==> src/rtl/usbh_irq_pkg.sv <==
package usbh_irq_pkg;
  localparam int NSRC     = 4;
  localparam int SRC_XFER = 0;
  localparam int SRC_ERR  = 1;
  localparam int SRC_PORT = 2;
  localparam int SRC_ROLL = 3;

  typedef logic [NSRC-1:0] src_vec_t;

  // sources that wait for a threshold tick
  localparam src_vec_t DEFER_SET = 4'b0011;
  // sources that count only in host operation
  localparam src_vec_t HOST_ONLY = 4'b1000;
endpackage

==> src/rtl/irq_regport.sv <==
module irq_regport
  import usbh_irq_pkg::*;
#(
  parameter int DATA_W      = 32,
  parameter int ADDR_W      = 2,
  parameter int STATUS_ADDR = 0,
  parameter int ENABLE_ADDR = 1
) (
  input  logic              reg_wr,
  input  logic [ADDR_W-1:0] reg_addr,
  input  logic [DATA_W-1:0] reg_wdata,
  input  src_vec_t          status_q,
  input  src_vec_t          enable_q,
  output logic              en_we,
  output src_vec_t          en_wdata,
  output src_vec_t          st_clr,
  output logic [DATA_W-1:0] reg_rdata
);
  localparam logic [ADDR_W-1:0] A_ST = ADDR_W'(STATUS_ADDR);
  localparam logic [ADDR_W-1:0] A_EN = ADDR_W'(ENABLE_ADDR);

  logic hit_st, hit_en;
  logic unused_hi;

  assign hit_st    = (reg_addr == A_ST);
  assign hit_en    = (reg_addr == A_EN);
  assign unused_hi = ^reg_wdata[DATA_W-1:NSRC];

  always_comb begin
    en_we    = reg_wr && hit_en;
    en_wdata = reg_wdata[NSRC-1:0];
    st_clr   = (reg_wr && hit_st) ? reg_wdata[NSRC-1:0] : '0;
  end

  always_comb begin
    reg_rdata = '0;
    if (hit_st)      reg_rdata[NSRC-1:0] = status_q;
    else if (hit_en) reg_rdata[NSRC-1:0] = enable_q;
  end
endmodule

==> src/rtl/irq_status_bank.sv <==
module irq_status_bank
  import usbh_irq_pkg::*;
(
  input  logic     clk,
  input  logic     rst_n,
  input  src_vec_t set_vec,
  input  src_vec_t clr_vec,
  input  logic     en_we,
  input  src_vec_t en_wdata,
  output src_vec_t status_q,
  output src_vec_t status_nx,
  output src_vec_t enable_q
);
  // a set in the same cycle overrides a clear
  assign status_nx = (status_q & ~clr_vec) | set_vec;

  always_ff @(posedge clk) begin
    if (!rst_n) begin
      status_q <= '0;
      enable_q <= '0;
    end else begin
      status_q <= status_nx;
      if (en_we) enable_q <= en_wdata;
    end
  end
endmodule

==> src/rtl/irq_qualify.sv <==
module irq_qualify
  import usbh_irq_pkg::*;
(
  input  logic     clk,
  input  logic     rst_n,
  input  logic     host_mode,
  input  logic     thr_tick,
  input  src_vec_t status_q,
  input  src_vec_t status_nx,
  input  src_vec_t enable_q,
  output src_vec_t pend_q,
  output logic     irq
);
  src_vec_t qual;

  for (genvar i = 0; i < NSRC; i++) begin : g_src
    if (DEFER_SET[i]) begin : g_defer
      logic p_r;
      always_ff @(posedge clk) begin
        if (!rst_n) p_r <= 1'b0;
        else        p_r <= status_nx[i] &
                           (p_r | (thr_tick & status_q[i] & enable_q[i]));
      end
      assign pend_q[i] = p_r;
      assign qual[i]   = p_r & enable_q[i];
    end else if (HOST_ONLY[i]) begin : g_host
      assign pend_q[i] = 1'b0;
      assign qual[i]   = status_q[i] & enable_q[i] & host_mode;
    end else begin : g_now
      assign pend_q[i] = 1'b0;
      assign qual[i]   = status_q[i] & enable_q[i];
    end
  end

  always_ff @(posedge clk) begin
    if (!rst_n) irq <= 1'b0;
    else        irq <= |qual;
  end
endmodule

==> src/rtl/usbh_irq_ctrl.sv <==
module usbh_irq_ctrl
  import usbh_irq_pkg::*;
#(
  parameter int DATA_W      = 32,
  parameter int ADDR_W      = 2,
  parameter int STATUS_ADDR = 0,
  parameter int ENABLE_ADDR = 1
) (
  input  logic              clk,
  input  logic              rst_n,
  input  logic              host_mode,
  input  logic              ev_xfer,
  input  logic              ev_err,
  input  logic              ev_port,
  input  logic              ev_roll,
  input  logic              thr_tick,
  input  logic              reg_wr,
  input  logic [ADDR_W-1:0] reg_addr,
  input  logic [DATA_W-1:0] reg_wdata,
  output logic [DATA_W-1:0] reg_rdata,
  output logic              irq
);
  src_vec_t set_vec, st_clr, en_wdata;
  src_vec_t status_q, status_nx, enable_q, pend_q;
  logic     en_we;

  always_comb begin
    set_vec           = '0;
    set_vec[SRC_XFER] = ev_xfer;
    set_vec[SRC_ERR]  = ev_err;
    set_vec[SRC_PORT] = ev_port;
    set_vec[SRC_ROLL] = ev_roll;
  end

  irq_regport #(
    .DATA_W(DATA_W), .ADDR_W(ADDR_W),
    .STATUS_ADDR(STATUS_ADDR), .ENABLE_ADDR(ENABLE_ADDR)
  ) u_port (
    .reg_wr(reg_wr), .reg_addr(reg_addr), .reg_wdata(reg_wdata),
    .status_q(status_q), .enable_q(enable_q),
    .en_we(en_we), .en_wdata(en_wdata), .st_clr(st_clr),
    .reg_rdata(reg_rdata)
  );

  irq_status_bank u_bank (
    .clk(clk), .rst_n(rst_n), .set_vec(set_vec), .clr_vec(st_clr),
    .en_we(en_we), .en_wdata(en_wdata),
    .status_q(status_q), .status_nx(status_nx), .enable_q(enable_q)
  );

  irq_qualify u_qual (
    .clk(clk), .rst_n(rst_n), .host_mode(host_mode), .thr_tick(thr_tick),
    .status_q(status_q), .status_nx(status_nx), .enable_q(enable_q),
    .pend_q(pend_q), .irq(irq)
  );
endmodule

==> config.mk <==
export PLATFORM = sky130hd
export DESIGN_NAME = usbh_irq_ctrl
export DESIGN_NICKNAME = d
export VERILOG_FILES = /design/src/rtl/usbh_irq_pkg.sv /design/src/rtl/irq_regport.sv /design/src/rtl/irq_status_bank.sv /design/src/rtl/irq_qualify.sv /design/src/rtl/usbh_irq_ctrl.sv
export SDC_FILE = /design/constraint.sdc
export NUM_CORES = 1
export LEC_CHECK = 0
export BUFFER_PORTS_ARGS = -buffer_cell sky130_fd_sc_hd__buf_2
export CAP_MARGIN = 5
export CORE_MARGIN = 5
export CORE_UTILIZATION = 36
export CTS_BUF_LIST = sky130_fd_sc_hd__clkbuf_16
export DETAILED_ROUTE_END_ITERATION = 10
export PLACE_DENSITY = 0.83
export SLEW_MARGIN = 20
export SYNTH_ARGS = -nofsm -noshare
export SYNTH_HDL_FRONTEND = slang
export SYNTH_SLANG_ARGS = --single-unit
==> constraint.sdc <==
create_clock -name clk -period 1.55 [get_ports clk]
set_input_delay 0.31 -clock clk [delete_from_list [all_inputs] [get_ports clk]]
set_output_delay 0.31 -clock clk [all_outputs]
set_load 0.1 [all_outputs]
# [Word level (Yosys, flattened, before mapping)]
# Cells that the tools add are included.
[totals] output_inout_bits=33 input_bits=43 register_bits=11 wordCells=29
[op_classes] reduce_logical=4 bitwise=16 eq_ne=1 muxes=3
[op_table] operator="2-to-1 mux 4 bit" n=3
[op_table] operator="bitwise AND 1 bit" n=11
[op_table] operator="bitwise AND 4 bit" n=1
[op_table] operator="NOT 4 bit" n=1
[op_table] operator="bitwise OR 4 bit" n=1
[op_table] operator="OR reduction 4 bit" n=1
[op_table] operator="== test 2 x 1 -> 1 bit (second input constant)" n=1
[op_table] operator="logical AND 1 bit" n=2
[op_table] operator="zero test 2 bit" n=1
[op_table] operator="bitwise OR 1 bit" n=2

# [Logic depth before layout (Yosys ltp)]
# Gate-level depths: netlist of run 1.
[depth] word_depth=7 mapped_depth=4 mapped_depth_nobuf=3

# [By module]
# A second synthesis of run 1 with hierarchy kept.
[hier_totals] hier_cells=94 hier_area_um2=849.6
[by_module_without_submodules] module="irq_regport" area_each_um2=357.8 seq_area_each_um2=0.0 instances=1 cells_per_inst=48
[by_module_without_submodules] module="irq_status_bank" area_each_um2=346.6 seq_area_each_um2=160.2 instances=1 cells_per_inst=29
[by_module_without_submodules] module="irq_qualify" area_each_um2=145.1 seq_area_each_um2=60.1 instances=1 cells_per_inst=17

# [Worst setup path before layout of run 1]
# OpenSTA, ideal clock, no wires.
[synth_timing] path_kind="input -> output" startpoint="input reg_addr[0]" endpoint="output reg_rdata[2]" n_path_buf=1 required_ns=1.240 path_slack_ns=-0.562 arrival_time_ns=1.802 cell_stages=3 cell_sequence="buf_6 mux2i_1 nor2_1"
[synth_between] elab_chain_cells=3 elab_cells_between_ends=4 cone_classes="eq/ne (1); mux (2); reduce/logical (1)"
[synth_rtl] item="start: declaration" line="usbh_irq_ctrl.sv:18" rtl="input logic [ADDR_W-1:0] reg_addr,"
[synth_rtl] item="== test 2 x 1 -> 1 bit" line="irq_regport.sv:26" rtl="assign hit_en = (reg_addr == A_EN);"
[synth_rtl] item="2-to-1 mux 4 bit" line="irq_regport.sv:38" rtl="else if (hit_en) reg_rdata[NSRC-1:0] = enable_q;"
[synth_rtl] item="2-to-1 mux 4 bit *" line="irq_regport.sv:37" rtl="if (hit_st) reg_rdata[NSRC-1:0] = status_q;"
[synth_rtl] item="end: declaration" line="usbh_irq_ctrl.sv:20" rtl="output logic [DATA_W-1:0] reg_rdata,"
# Mark *: on every way between the ends. The rest lies on a longest branch, timed or not.

# [Worst setup path in the final report of run 1]
[layout_timing] startpoint="input reg_addr[0]" endpoint="output reg_rdata[1]"
# Same word-level chain as after synthesis.

==> flow_summary.ini, run 1 <==
[placed_design]
dp_cells = 122
hpwl_mm = 1.16
gp_congestion = 0.749
portBuffers = 19

[grt]
grt_max_degree = 10
gr-total-overflow = 0
antenna_found_initial = 0
grt_usage_pct = 10.2
grt_pass1_wl_mm = 2.01
grt_pass1_vias = 479

[drt]
dr.pass1.iters = 4
wl_mm = 1.39
vias = 510
via_per_inst = 4.05
final_antenna_net_count = 0
routedWlPerCell_um = 11.0
drt_iter0_drc = 2
drc_errors = 0

[setup_path]
crit_arrival_ps = 1070
cp-startpoint = reg_addr[0]
crit_chain = buf_2, mux2i_1, nor2_4, buf_12
slowest_delay_ps = 310
rr_startpoint = u_bank.status_q[2]
cp_data_required_time_ps = 1240
slowest_stage = mux2i_1
worstSetupEndpointType = output pin
worstPathMaxFanout = 6
critPathLaunchType = primary input
critical_path_class = primary input to output pin

[timing]
hold_slack_ps = 272
hold_viol = 0
skew_ps = 1.36
min_period_over_period_pct = 88.9
rsz0062_at_grt = false
max_freq_mhz = 726
setup_viol = 0
min_period_ps = 1380
drv_slew = 0

[synth]
ys_ff_latch = 11
yosysTopAreaCellShare_pct = 30.9
yosysWarnings = 0
post_synth_num_cell_types = 15
synth.avg_cell_area_um2 = 9.13
synth.yosys.seq_area_share_pct = 30.9
yosys.area.top_type = dfxtp_1
synth_cells = 78
synthTopCellsByArea = dfxtp_1 (31%), buf_4 (30%), mux2i_1 (11%)
syn_area_um2 = 712

[min_path]
hold_start = reg_wdata[2]
min_path_type = primary input to register

[floorplanning]
die_height_um = 54.5
boundaryPins = 76
num_rows = 16
coreArea_mm2 = 0.00192
initial_core_util_pct = 37.0
dieArea_mm2 = 0.00297
die_w_um = 54.5

[cts]
post_cts_resized = 0
clockBufferDepth = 2
postCtsSetupRepairBufs = 0
cts_tree = built
clkTransAtPathRegs_ps = 40
cts_max_level = 1
cts_root_buffer = clkbuf_16
clock_sinks = 11
cts_buffers = 3
clk_latency_ps = 240
hold_buffers = 0

[finish]
nNetsFinal = 143
drive_gt1_share_pct = 28.3
antenna_cells = 0
final_common_cell = conb_1
final_cell_mix = conb_1 (28), buf_2 (15), dfxtp_1 (11)
area_growth_syn_to_layout_pct = 24.3
final_cells = 126

[job]
drv_cap = 0

[run_status]
outcome = finished clean

[power]
p_leak_uw = 0.000449
peakVddDrop_mv = 0.728
p_per_area_mw_per_mm2 = 1350
-- layout make-up --
class	instances	area (um2)
clock buffer	3	75.1
clock inverter	1	3.75
fill	197	1040
inverter	4	15.0
multi-input combinational	61	382
sequential	11	220
tap	27	33.8
timing repair buffer	19	155
-- per-stage QoR --
stage          total power (uW)  setup WS (ps)  cell area, um2  setup TNS, ps  util, %
3_3_place_gp                734            178             806              0     41.9
4_1_cts                    1200            155             885              0     46.0
5_1_grt                    1240            104             885              0     46.0
6_report                   1190            172             885              0     46.0
2_1_floorplan               738           -104             838           -104        -
3_5_place_dp                738            154             806              0     41.9
-- final timing paths --
path                                      end  depth (start not counted)  slack, ps
hold reg to reg   u_qual.g_src[1].g_defer.p_r                          2        490
hold / removal             u_bank.status_q[2]                          2        270
setup reg to reg                   u_qual.irq                          2        620
setup / recovery                 reg_rdata[1]                          4        170
-- state kept, by name, summed over array words and instances (netlist names) --
name / flops
u_bank.status_q: 4
u_qual.irq: 1
u_qual.g_src.g_defer.p_r: 2
u_bank.enable_q: 4
-- metal layers --
| layer | track usage (%) | vias up | wire length (um) |
|---|---|---|---|
| met5 | 0 | - | 0 |
| met4 | 9.54 | 0 | 46 |
| met3 | 5.18 | 7 | 171 |
| met2 | 14.7 | 34 | 649 |
| met1 | 10.7 | 221 | 524 |
| li1 | - | 248 | - |
-- cell families after synthesis --
family	Yosys count	share of synthesized area [%]
other cells	1	0.527
simple gates	13	13.5
compound gates	12	10.5
buf+inv	33	33.2
mux	8	11.2
flops	11	30.9
-- report_power, final --
part	switching (uW)	leakage (uW)	internal [uW]
combinational	374	0.000317	54.5
sequential	9.00	0.0000902	296
clock	120	0.0000423	338
-- cell usage after synthesis (all sizes together) --
master and number:
nor3b 1, nand3 1, nor2b 6, a21boi 1, conb 1, nand3b 1, buf 29, a31oi 6
o21ai 4, inv 4, nor2 4, a222oi 1, dfxtp 11, mux2i 8
-- critical path, delay by kind of cell --
kind                   cells  cell delay [ps]
buffers and inverters      2              380
muxes                      1              310
and+or+nand+nor            1               60
(Power assumes the default switching activity.)
==> run 2, diff against run 1 <==
- CORE_UTILIZATION: 36 -> 40
- PLACE_DENSITY: 0.83 -> 0.85
- SYNTH_HIERARCHICAL: unset -> 1
==> run 2 against run 1 <==
  * Fmax is 0.78% lower
  * Critical endpoint unchanged
  * Global-route usage rose by 0.51 points
  * Critical path type is now register to output pin
  * Total power rose by 1.8%
==> flow_summary.ini, run 2 <==
[timing]
hold_slack_ps = 283
tns_ps = 0
setup_viol = 0
max_freq_mhz = 720
skew_ps = 3.34
drv_slew = 0
rsz0062_at_grt = false
min_period_ps = 1390
min_period_over_period_pct = 89.6
hold_viol = 0

[cts]
clk_latency_ps = 240
clkTransAtPathRegs_ps = 40
post_cts_resized = 0
cts_root_buffer = clkbuf_16
hold_buffers = 0
clockBufferDepth = 2
cts_buffers = 3
cts_max_level = 1
clock_sinks = 11
postCtsSetupRepairBufs = 0
cts_tree = built

[drt]
dr.pass1.iters = 4
wl_mm = 1.48
final_antenna_net_count = 0
drt_iter0_drc = 5
via_per_inst = 3.87
drc_errors = 0
vias = 511
routedWlPerCell_um = 11.2

[floorplanning]
num_rows = 16
die_height_um = 54.8
dieArea_mm2 = 0.00300
coreArea_mm2 = 0.00194
die_w_um = 54.8
initial_core_util_pct = 41.4
boundaryPins = 76

[setup_path]
worstSetupEndpointType = output pin
worstPathMaxFanout = 4
crit_arrival_ps = 1080
critPathLaunchType = register
critical_path_class = register to output pin
cp_data_required_time_ps = 1240

[finish]
final_cell_mix = conb_1 (28), buf_2 (15), dfxtp_1 (11)
final.fill_count = 187
final_common_cell = conb_1
area_growth_syn_to_layout_pct = 18.2
nNetsFinal = 149
drive_gt1_share_pct = 34.3
multi_input_area_um2 = 447
reg_top3 = u_bank/enable_q (4), u_bank/status_q (4), u_qual/g_src.g_defer.p_r (2)
utilization_pct = 48.9
regArea_um2 = 220
antenna_cells = 0

[placed_design]
hpwl_mm = 1.14
portBuffers = 19
gp_congestion = 0.709

[job]
drv_cap = 0

[power]
p_leak_uw = 0.000449
peakVddDrop_mv = 0.624
finalPower_uw = 1210
p_per_area_mw_per_mm2 = 1280

[min_path]
min_path_type = primary input to register

[grt]
antenna_found_initial = 0
grt_pass1_vias = 491
gr-total-overflow = 0
grt_usage_pct = 10.7
grt_pass1_wl_mm = 2.13
grt_max_degree = 12

[synth]
syn_area_um2 = 803
synth_cells = 87
synth.avg_cell_area_um2 = 9.23
yosysWarnings = 6

[run_status]
outcome = finished clean
==> run 2: cell types whose count changed in the layout (fill, tap and decap cells not counted), moves of 4 or more <==
cell / change
inv_1: -4
o21a_1: +4
and2_1: +4
a31oi_1: -4
nor2b_4: +4
o21ai_0: -4
==> run 2: final cells by class <==
type,count,share of cell area [%]
repair buffers,21,17.9
flip-flops and latches,11,23.2
clock buffers,3,7.91
clock inverters,1,0.395
multi-input cells,69,47.0
well taps,27,3.56
==> run 2: metrics by stage <==
step,setup slack (ps),area [um2],std cells
finish,161,950,132
global route,110,950,132
CTS,153,950,132
detailed placement,67.1,871,128
global placement,84.1,871,128
floorplan,-93.0,930,114
==> run 2: per-layer routing <==
metal  up-vias  global-route usage (%)  part of all wire (%)  wire length, um
met4         0                    8.71                   1.8               27
met1       222                    12.6                    37              548
met5         -                       0                     0                0
met2        29                    15.9                    51              760
met3         2                    3.27                   9.6              142
li1        258                       -                     -                -
==> run 2: worst max-delay path, stage by stage (launching register included) <==
cell	delay (ps)
dfxtp_1	340
mux2i_1	270
nor2_4	60
buf_12	170
==> run 2: final timing paths <==
check / start / endpoint / slack [ps] / depth (start not counted)
min: ev_port / u_bank/status_q[2] / 280 / 2
max reg2reg: u_bank/status_q[1] / u_qual/g_src[1].g_defer.p_r / 620 / 4
min reg2reg: u_qual/g_src[1].g_defer.p_r / u_qual/g_src[1].g_defer.p_r / 520 / 2
max: u_bank/enable_q[1] / reg_rdata[1] / 160 / 3
==> run 2: power by group <==
group	internal (uW)	switching [uW]	total, uW
clock network	338	126	465
registers	296	9.41	306
logic	68.4	375	443
total	703	510	1210
==> run 3, diff against run 2 <==
- CORE_UTILIZATION: 40 -> 37
- PLACE_DENSITY: 0.85 -> 0.79
- RECOVER_POWER: unset -> 100
- clock period: 1.55 -> 1.3 ns (I/O delays scaled with it)
==> run 3 against run 2 <==
  * Count of clock-buffer cells in the layout is the same
  * Flip-flop and latch count is the same
  * Critical path depth grew 2
  * Utilization grew 0.54 points
  * Clock skew shrank 2.1 ps
  * Global-route usage shrank 1.2 points
  * Critical endpoint is now reg_rdata[0]
==> flow_summary.ini, run 3 (synthesis gave the netlist of run 2 again) <==
[timing]
setup_viol = 0
tns_ps = 0
max_freq_mhz = 784
min_period_ps = 1280
skew_ps = 1.21
hold_viol = 0
setup_ws_ps = 23.7
min_period_over_period_pct = 98.2
hold_slack_ps = 233
drv_slew = 0
rsz0062_at_grt = true

[placed_design]
gp_congestion = 0.691
portBuffers = 19
place_ws_ps = -122
dp_cells = 128
place_area_um2 = 871
hpwl_mm = 1.20

[finish]
regArea_um2 = 230
final.fill_count = 204
drive_gt1_share_pct = 43.4
multi_input_area_um2 = 475
area_growth_syn_to_layout_pct = 24.5
final_cells = 133
nNetsFinal = 150
fin_area_um2 = 1000
final_cell_mix = conb_1 (28), buf_2 (15), mux2i_1 (5), dfxtp_2 (5), dfxtp_1 (5)
antenna_cells = 0
reg_top3 = u_bank/enable_q (4), u_bank/status_q (4), u_qual/g_src.g_defer.p_r (2)
final_common_cell = conb_1

[grt]
grt_usage_pct = 9.55
grt_max_degree = 12
gr-total-overflow = 0
antenna_found_initial = 0
grt_pass1_wl_mm = 2.30
grt_pass1_vias = 501

[setup_path]
worstSetupEndpointType = output pin
crit_arrival_ps = 1020
cp_data_required_time_ps = 1040
path_delay_family = buffers and inverters
worstPathMaxFanout = 5
reg2reg_slack_ps = 360
rr_endpoint = u_qual/g_src[0].g_defer.p_r
r2r_cells = 4
cp-startpoint = reg_addr[0]
crit_chain = buf_2, buf_6, mux2i_4, nor2_4, buf_12
critical_path_class = primary input to output pin
slowest_stage = mux2i_4
rr_startpoint = u_bank/status_q[0]
worst-path-buf-inv = 3
critPathLaunchType = primary input
slowest_delay_ps = 190

[drt]
via_per_inst = 4.07
drc_errors = 0
drt_iter0_drc = 5
dr.pass1.iters = 4
routedWlPerCell_um = 11.5
final_antenna_net_count = 0
wl_mm = 1.52
vias = 541

[cts]
clk_latency_ps = 240
clock_sinks = 11
cts_max_level = 1
cts_buffers = 3
clkTransAtPathRegs_ps = 40
cts_tree = built
cts_root_buffer = clkbuf_16
clockBufferDepth = 2

[min_path]
min_to = u_bank/status_q[3]
holdPathStages = 2
min_path_type = primary input to register
hold_start = ev_roll

[power]
p_seq_share_pct = 25.2
comb_power_share_pct = 37.2
internal_power_uw = 849
p_per_area_mw_per_mm2 = 1460
clock_power_share_pct = 37.6
p_leak_uw = 0.000452
peakVddDrop_mv = 0.679
switching_share_pct = 41.9
p_switching_uw = 611

[floorplanning]
dieArea_mm2 = 0.00320
die_w_um = 56.6
coreArea_mm2 = 0.00202
initial_core_util_pct = 39.7
boundaryPins = 76
die_height_um = 56.6
num_rows = 16

[run_status]
outcome = finished clean

[job]
drv_cap = 0
-- run 3: layout make-up --
type	instances	share of cell area [%]
clock buffers	3	7.51
repair buffers	22	18.1
flip-flops and latches	11	23.0
well taps	27	3.38
clock inverters	1	0.375
multi-input cells	69	47.6
-- run 3: timing repair --
item / 4_1_cts / 5_1_grt
gates resized for setup: 1 / 12
hold buffers: 0 / 0
setup endpoints to repair: 1 / 4
setup buffers: 0 / 1
pin swaps: 0 / 2
-- run 3: worst max path at each step --
stage	to	slack, ps	cells after the start
finish	reg_rdata[0]	20	5
global route	reg_rdata[0]	-4	5
floorplan	reg_rdata[3]	-240	3
CTS	reg_rdata[1]	5	3
detailed placement	u_qual/g_src[1].g_defer.p_r	-120	7
global placement	u_qual/g_src[1].g_defer.p_r	-130	7
-- run 3: power groups by stage --
stage / Clock, uW / Combinational [uW] / Sequential [uW]
detailed placement: 0 / 528 / 370
global placement: 0 / 525 / 368
global route: 600 / 559 / 369
finish: 550 / 543 / 368
CTS: 568 / 530 / 364
floorplan: 0 / 536 / 370
-- run 3: metal layers --
layer / wire, um / track usage (%) / up-vias
li1: - / - / 262
met1: 531 / 9.82 / 250
met2: 817 / 15.5 / 27
met3: 158 / 3.67 / 2
met4: 17 / 7.12 / 0
met5: 0 / 0 / -
-- run 3: per-stage QoR --
step | util [%] | power [uW]
floorplan | - | 905
global placement | 43.1 | 893
detailed placement | 43.1 | 897
CTS | 47.2 | 1460
global route | 49.4 | 1530
finish | 49.4 | 1460
